[config.mk]
export PLATFORM = sky130hd
export DESIGN_NAME = acc_ptr_stepper
export DESIGN_NICKNAME = d
export VERILOG_FILES = /design/src/rtl/acc_ptr_pkg.sv /design/src/rtl/acc_ptr_win_dec.sv /design/src/rtl/acc_ptr_step_unit.sv /design/src/rtl/acc_ptr_stepper.sv
export SDC_FILE = /design/constraint.sdc
export NUM_CORES = 1
export LEC_CHECK = 0
export BUFFER_PORTS_ARGS = -buffer_cell sky130_fd_sc_hd__buf_2
export CAP_MARGIN = 15
export CORE_AREA = 8 8 45 47
export DETAILED_ROUTE_END_ITERATION = 8
export DIE_AREA = 0 0 53 55
export PLACE_DENSITY_LB_ADDON = 0.25
export SLEW_MARGIN = 40
export SYNTH_ARGS = -nofsm -noshare
export SYNTH_HDL_FRONTEND = slang
export SYNTH_SLANG_ARGS = --single-unit
[constraint.sdc]
create_clock -name clk -period 5 [get_ports clk]
set_clock_uncertainty 0.15 [all_clocks]
set_input_delay 0.5 -clock clk [delete_from_list [all_inputs] [get_ports clk]]
set_output_delay 0.5 -clock clk [all_outputs]
set_load 0.05 [all_outputs]
[src/rtl/acc_ptr_pkg.sv]
package acc_ptr_pkg;
  localparam int ACC_PTR_W  = 4;
  localparam int ACC_MODE_W = 3;

  // Where the next pointer value comes from
  typedef enum logic [1:0] {
    NXT_HOLD = 2'd0,
    NXT_LOAD = 2'd1,
    NXT_STEP = 2'd2
  } nxt_src_e;
endpackage

[src/rtl/acc_ptr_win_dec.sv]
module acc_ptr_win_dec #(
  parameter int PTR_W  = 4,
  parameter int MODE_W = 3
) (
  input  logic [MODE_W-1:0] mode,
  output logic [PTR_W-1:0]  win_mask,
  output logic              step_en
);
  // A bit is inside the window when the mode code is above its index.
  // Codes at or above PTR_W therefore open the whole pointer.
  for (genvar g = 0; g < PTR_W; g++) begin : g_bit
    assign win_mask[g] = (32'(mode) > g);
  end

  assign step_en = |mode;
endmodule

[src/rtl/acc_ptr_step_unit.sv]
module acc_ptr_step_unit #(
  parameter int PTR_W = 4
) (
  input  logic [PTR_W-1:0] cur,
  input  logic [PTR_W-1:0] win_mask,
  input  logic             down,
  output logic [PTR_W-1:0] nxt
);
  // Add or subtract one over the full width, then keep only the windowed
  // bits of the result. A carry or borrow past the window is dropped.
  function automatic logic [PTR_W-1:0] win_step(
    input logic [PTR_W-1:0] p,
    input logic [PTR_W-1:0] m,
    input logic             dn
  );
    logic [PTR_W-1:0] moved;
    moved = dn ? (p - PTR_W'(1)) : (p + PTR_W'(1));
    return (p & ~m) | (moved & m);
  endfunction

  assign nxt = win_step(cur, win_mask, down);
endmodule

[src/rtl/acc_ptr_stepper.sv]
module acc_ptr_stepper
  import acc_ptr_pkg::*;
#(
  parameter int PTR_W  = ACC_PTR_W,
  parameter int MODE_W = ACC_MODE_W
) (
  input  logic              clk,
  input  logic              rst_n,
  input  logic              op_done,
  input  logic              step_down,
  input  logic              mode_we,
  input  logic [MODE_W-1:0] mode_in,
  input  logic              ptr_we,
  input  logic [PTR_W-1:0]  ptr_in,
  output logic [PTR_W-1:0]  ptr_q,
  output logic [MODE_W-1:0] mode_q
);
  logic [PTR_W-1:0] win_mask;
  logic             step_en;
  logic [PTR_W-1:0] stepped_ptr;
  logic             step_fire;
  nxt_src_e         nxt_src;
  logic [PTR_W-1:0] ptr_d;

  acc_ptr_win_dec #(.PTR_W(PTR_W), .MODE_W(MODE_W)) win_dec_i (
    .mode     (mode_q),
    .win_mask (win_mask),
    .step_en  (step_en)
  );

  acc_ptr_step_unit #(.PTR_W(PTR_W)) step_unit_i (
    .cur      (ptr_q),
    .win_mask (win_mask),
    .down     (step_down),
    .nxt      (stepped_ptr)
  );

  assign step_fire = op_done & step_en & ~ptr_we;

  always_comb begin
    if (ptr_we)         nxt_src = NXT_LOAD;
    else if (step_fire) nxt_src = NXT_STEP;
    else                nxt_src = NXT_HOLD;
  end

  always_comb begin
    unique case (nxt_src)
      NXT_LOAD: ptr_d = ptr_in;
      NXT_STEP: ptr_d = stepped_ptr;
      default:  ptr_d = ptr_q;
    endcase
  end

  always_ff @(posedge clk or negedge rst_n) begin
    if (!rst_n) begin
      ptr_q  <= '0;
      mode_q <= '0;
    end else begin
      ptr_q <= ptr_d;
      if (mode_we) mode_q <= mode_in;
    end
  end
endmodule

# [Yosys cells after proc, flatten, opt, wreduce, memory -nomap -nowiden]
# Cells that the tools add are included.
[word_totals] register_bits=7 latch_bits=0 ram_bits=0 romBits=0 inputBits=13 out_inout_bits=7 n_memories=0
[op_classes] add_sub_neg=2 mul=0 n_div=0 magnitude_cmp=4 n_eq_ne=2 shifts=0 mux=4 bitwise_logic=7 n_reduce_logical=2
[ops] op="$and 4x4->4" count=2
[ops] op="$pmux 4 s2" count=1
[ops] op="$gt 3x1->1 const B" count=2
[ops] op="$gt 3x2->1 const B" count=2
[ops] op="$add 4x1->4 const B" count=1
[ops] op="$mux 2" count=2
[ops] op="$mux 4" count=1
[ops] op="$not 4->4" count=1
[ops] op="$or 4x4->4" count=1
[ops] op="$sub 4x1->4 const B" count=1
[ops] op="$reduce_or 3->1" count=1
[ops] op="$and 1x1->1" count=2
[ops] op="$eq 2x1->1 const B" count=1
[ops] op="$eq 2x2->1 const B" count=1
[ops] op="$reduce_bool 2->1" count=1
[ops] op="$not 1->1" count=1

# [Depth between registers and ports, before layout]
# Gate-level depths: netlist of run 1.
[depth] word_depth=7 mapped_depth=5 ltp_nobuf=5

# [Hierarchy]
# From an unflattened synthesis of run 1, not the netlist that was laid out.
[unflattened] hier_cells=56 hier_area_um2=554.3
[by_module_without_submodules] mod="acc_ptr_stepper" n_inst=1 cells_each=26 area_each_um2=326.6 seq_area_each_um2=175.2
[by_module_without_submodules] mod="acc_ptr_step_unit" n_inst=1 cells_each=25 area_each_um2=195.2 seq_area_each_um2=0.0
[by_module_without_submodules] mod="acc_ptr_win_dec" n_inst=1 cells_each=5 area_each_um2=32.5 seq_area_each_um2=0.0

# [Least setup slack after synthesis of run 1]
# OpenSTA, ideal clock, no wires.
[synth_path] path_type="reg2reg" startpoint="register with a tool-made name" endpoint="register with a tool-made name" setup_time_ps=124 arrival_ps=1759 path_slack_ps=2967 stages_incl_launch_ff=6 path_buffers=0 synth_period_minus_slack_ps=2033 cell_sequence="dfrtp_1 ha_1 a21oi_1 a21oi_1 o31a_1 o31a_1"

==> impl_metrics.ini, run 1 <==
[yosys]
synth_top_family_by_area = compound AO/OA/AOI/OAI gates
synth_compound_area_share_pct = 16.00
syn-cell-area_um2 = 406.6
synthAdderAreaFrac_pct = 11.08
ys_seq_elements = 7
synth.area.mux_share_pct = 10.77
yosys.area_share.simple_pct = 12.00
ys_warn_count = 0
syn_nets = 56
synth_cell_types = 18
post_synth_xor_area_fraction_pct = 4.308
synth-seq-area-share_pct = 43.08
syn_avg_cell_area_um2 = 10.17
syn_inst = 40

[global_routing]
grt_usage_pct = 8.018
use_met3_pct = 3.209
overflow = 0
grt_use_met1_pct = 8.937
antenna_found_initial = 0
grt_pass1_vias = 444
grt_max_degree = 9
grt_first_pass_wirelength_um = 1766
top_usage_layer = met2
met2_usage_pct = 11.91

[floorplanning]
die_w_um = 53
io_pins = 20
rows = 14
start_util_pct = 29.39
dieArea_mm2 = 0.002915
coreArea_mm2 = 0.001384
fp.dieH_um = 55

[route]
postRouteWirelength_um = 1004
detail-route-antenna-nets = 0
drc = 0
firstDrtPassIters = 2
via_per_inst = 4.738
drt-initial-drc-count = 1
vias = 379
wl_per_cell_um = 12.55

[timing]
finalCritPeriodShare_pct = 36.49
period_minus_slack_ps = 1825
maxSlewViolCount = 0
hold_viol_final = 0
worst_pin_slew_ps = 259.6
rsz0062_at_grt = false
slew_headroom_pct = 82.51
finalSetupViolations = 0
max_clock_freq_mhz = 548.0
totalNegativeSetupSlack_ps = 0
hold_slack_ps = 310.4

[placed_design]
port-buffer-count = 19
dp.cells = 75
place.gp.congestion = 0.7326
hpwl_um = 826.7

[critical_path]
crit_path_top_delay_cell = dfrtp_1
worst-path-buf-inv = 0
worstSetupPathType = reg2reg
end_kind = register
critPathLaunchType = register
crit_family = compound AO/OA/AOI/OAI gates
critical-path-max-stage-delay_ps = 400
arrival_ps = 1810
crit_chain = ha_1 > a21oi_1 > a21oi_1 > o31a_1 > o31a_1
crit_required_ps = 4990
cp_max_fo = 3

[pwr]
seqPwrFrac_pct = 36.7
internal_power_mw = 0.1189
irDropWorstVdd_mv = 0.1224
p_comb_share_pct = 36.8
powerDensity_mw_per_mm2 = 345.2
switching_share_pct = 38.30
finalPower_mw = 0.1926
p_switching_mw = 0.07379
clkPwrFrac_pct = 26.6
p_leak_nw = 0.2731

[outcome]
outcome = finished clean

[clocking]
cts_buffers = 3
clk_pin_slew_ps = 50
worstSkewPairLatency_ps = 250
clk_path_buf_depth = 2
htree_levels = 1
numClockSinks = 7
cts_root_buffer = clkbuf_4
cts_tree = done

[layout]
syn2layout_area_growth_pct = 37.23
antennaDiodeCount = 0
layoutNonFillerInstCount = 80
layout.nets = 81
drive_gt1_share_pct = 39.06

[job]
maxCapViolations = 0

[min_path]
holdCritPathClass = in2reg
[per-stage QoR]
stage               util, %  cell area [um^2]  worst slack (ps)
finish                40.33             558.0              3175
global route          40.33             558.0              3068
CTS                   40.33             558.0              3172
detailed placement    37.70             521.8              2935
global placement      37.70             521.8              2977
floorplan                 -             406.6              2967
[layer usage]
layer	part of all wire [%]	routed length [um]
met5	0	0
met2	39	395
met4	1.9	19
met1	49	489
met3	10	100
[worst paths after layout]
kind / start / to / slack, ps / depth (start not counted)
setup / recovery: register / register / 3180 / 5
hold / removal: ptr_in[1] / register / 310 / 3
setup reg to reg: register / register / 3180 / 5
hold reg to reg: mode_q[0] / mode_q[0] / 420 / 1
max in group asynchronous: rst_n / async pin / 4080 / 2
min in group asynchronous: rst_n / mode_q[0] / 460 / 2
[cells in the mapped netlist]
cell type  n  share of area, %
dfrtp_1    7                43
a21oi_1    4               4.9
nand2_1    4               3.7
o21ai_0    4               4.9
inv_1      3               2.8
mux2_2     3               8.3
ha_1       2               6.2
o31a_1     2               4.3
xnor2_1    2               4.3
and3_1     1               1.5
fa_1       1               4.9
mux2i_1    1               2.5
nand2b_1   1               1.5
nand3_1    1               1.2
nor2_1     1              0.92
nor2b_1    1               1.5
nor4_1     1               1.5
o31ai_1    1               1.8
[power groups by stage]
| stage | clock [mW] | combinational, mW | sequential [mW] |
|---|---|---|---|
| after floorplan | 0 | 0.0265 | 0.0954 |
| after global placement | 0 | 0.0705 | 0.0717 |
| after detailed placement | 0 | 0.0713 | 0.0716 |
| after CTS | 0.0538 | 0.0721 | 0.0707 |
| after global routing | 0.0587 | 0.0778 | 0.0717 |
| final | 0.0512 | 0.0708 | 0.0707 |
[timing repair]
item | CTS | global route
resized for setup | 0 | 0
hold buffers | 1 | 0
buffers inserted | 0 | 0
hold endpoints to repair | 7 | 0
[logic make-up (layout without fill, tap and decap cells)]
kind of cell	Yosys count	count (layout)
AOI/OAI and AO/OA	11	11
DFF	7	7
adders and majority gates	3	3
muxes	4	4
xor gates and xnor gates	2	2
buffers and inverters	3	27
and+or+nand+nor	10	10
[placed cells by master (no fill, tap or decap)]
| master | n |
|---|---|
| a21oi_1 | 4 |
| buf_2 | 19 |
| nor4_1 | 1 |
| clkbuf_1 | 1 |
| fa_1 | 1 |
| dfrtp_1 | 7 |
| dlygate4sd3_1 | 1 |
| and3_1 | 1 |
| nand2b_1 | 1 |
| xnor2_1 | 2 |
| nor2_1 | 1 |
| mux2i_1 | 1 |
| mux2_2 | 3 |
| nand2_1 | 4 |
| o31ai_1 | 1 |
| clkbuf_4 | 3 |
| nand3_1 | 1 |
| nor2b_1 | 1 |
| ha_1 | 2 |
| o21ai_0 | 4 |
| o31a_1 | 2 |
| inv_1 | 3 |
[worst min-delay path: cells and delay by family]
kind	cells	cell delay, ps
buf+inv	1	80
compound gates	1	60
simple gates	1	40
[area by class of cell]
| cell class | instances | area, um^2 |
|---|---|---|
| Timing Repair Buffer | 20 | 105.1 |
| Multi-Input combinational cell | 30 | 220.2 |
| Tap cell | 16 | 20.02 |
| Clock buffer | 4 | 26.28 |
| Inverter | 3 | 11.26 |
| Sequential cell | 7 | 175.2 |
| Fill cell | 145 | 825.8 |
No activity file was read; power rests on OpenSTA's default activity.
==> run 2: changes to the inputs <==
Clock period 5 ns to 1.8 ns, I/O delays scaled along.
==> run 2 against run 1 <==
Wire length up 5.9%. Clock power rose to 2.7 times the previous value. Fmax grew 5.2%. Clock-buffer cell count unchanged. Combinational power grew to 3.4 times the previous value.
==> impl_metrics.ini, run 2 (synthesis results as in run 1) <==
[timing]
slew_headroom_pct = 83.08
period_minus_slack_ps = 1734
worst_pin_slew_ps = 251.6
finalSetupViolations = 0
finalCritPeriodShare_pct = 96.35
totalNegativeSetupSlack_ps = 0
maxSlewViolCount = 0
max_clock_freq_mhz = 576.6
hold_viol_final = 0

[floorplanning]
dieArea_mm2 = 0.002915
die_w_um = 53
rows = 14
io_pins = 20
start_util_pct = 29.39
coreArea_mm2 = 0.001384
fp.dieH_um = 55

[global_routing]
grt_first_pass_wirelength_um = 1773
overflow = 0
grt_pass1_vias = 435
antenna_found_initial = 0
grt_max_degree = 9
grt_usage_pct = 8.191

[critical_path]
cp_max_fo = 3
critPathLaunchType = register
arrival_ps = 1710
crit_required_ps = 1780
end_kind = register
worstSetupPathType = reg2reg
r2r_setup_slack_ps = 70

[layout]
fillers = 145
final_cell_mix = buf_2 (19), dfrtp_1 (5), o21ai_0 (4), nand2_1 (4), dlygate4sd3_1 (4)
syn2layout_area_growth_pct = 58.15
design_area_um2 = 643.1
drive_gt1_share_pct = 49.28
layout.nets = 86
antennaDiodeCount = 0
final_common_cell = buf_2

[route]
vias = 402
drc = 0
drt-initial-drc-count = 6
wl_per_cell_um = 12.51
detail-route-antenna-nets = 0
via_per_inst = 4.729
postRouteWirelength_um = 1063
firstDrtPassIters = 4

[pwr]
p_leak_nw = 0.2956
p_comb_share_pct = 41.8
powerDensity_mw_per_mm2 = 898.0
seqPwrFrac_pct = 34.2
irDropWorstVdd_mv = 0.4522
p_switching_mw = 0.2159
internal_power_mw = 0.3616
switching_share_pct = 37.38
clkPwrFrac_pct = 24.0

[clocking]
worstSkewPairLatency_ps = 240
htree_levels = 1
clk_pin_slew_ps = 50
cts_root_buffer = clkbuf_4
cts_tree = done
cts_buffers = 3
numClockSinks = 7
clk_path_buf_depth = 2

[placed_design]
place.gp.congestion = 0.6898
hpwl_um = 867.6
port-buffer-count = 19
place_area_um2 = 558.0

[min_path]
holdCritPathClass = in2reg

[job]
maxCapViolations = 0

[outcome]
outcome = finished clean
[run 2: layout make-up]
type,instances,area (um^2),area share [%]
multi-input combinational,30,257.7,40.08
sequential,7,177.7,27.63
timing repair buffer,25,150.1,23.35
clock buffer,4,26.28,4.086
inverter,3,11.26,1.751
tap,16,20.02,3.113
[run 2: path summary, 6_finish.rpt]
| path | from | end | depth (start not counted) |
|---|---|---|---|
| min in group asynchronous | rst_n | mode_q[0] | 2 |
| worst max-delay path | register | register | 5 |
| worst min-delay path | mode_in[1] | mode_q[1] | 2 |
| worst min register to register | mode_q[0] | mode_q[0] | 1 |
| worst max register to register | register | register | 5 |
| max in group asynchronous | rst_n | async pin | 2 |
[run 2: metal layers]
| metal | part of all wire (%) | vias to the layer above | global-route usage (%) |
|---|---|---|---|
| li1 | - | 199 | - |
| met5 | 0 | - | 0 |
| met2 | 52 | 19 | 13.67 |
| met1 | 38 | 184 | 8.655 |
| met3 | 9.3 | 0 | 2.941 |
| met4 | 0 | 0 | 5.172 |
[run 2: what timing repair did]
item / in CTS / in global routing
gates resized for setup: 0 / 2
hold endpoints to repair: 10 / 0
setup buffers: 0 / 1
hold buffers: 4 / 0
endpoints found under the setup margin: 0 / 1
[run 2: worst max-delay path, stage by stage (launching register included)]
cell	delay (ps)
dfrtp_2	430
ha_4	300
nand3_2	90
and3_4	160
o31a_1	230
o31a_1	270
[run 2: through the flow]
step / std cells / utilization (%) / hold WS, ps / power, mW / setup WS (ps)
4_1_cts: 84 / 45.12 / 3.081 / 0.5747 / 35.89
3_3_place_gp: 76 / 40.33 / -124.7 / 0.4191 / 87.46
3_5_place_dp: 76 / 40.33 / -123.8 / 0.4216 / 44.86
2_1_floorplan: 40 / - / -265.6 / 0.3571 / -41.39
6_report: 85 / 46.47 / 13.78 / 0.5775 / 65.78
5_1_grt: 85 / 46.47 / 2.699 / 0.6218 / -3.163
[run 2: power groups by stage]
stage / Clock [mW] / Combinational [mW] / Sequential [mW]
3_5_place_dp: 0 / 0.221 / 0.201
5_1_grt: 0.158 / 0.264 / 0.200
3_3_place_gp: 0 / 0.219 / 0.200
2_1_floorplan: 0 / 0.0882 / 0.269
4_1_cts: 0.149 / 0.228 / 0.198
6_report: 0.139 / 0.241 / 0.197
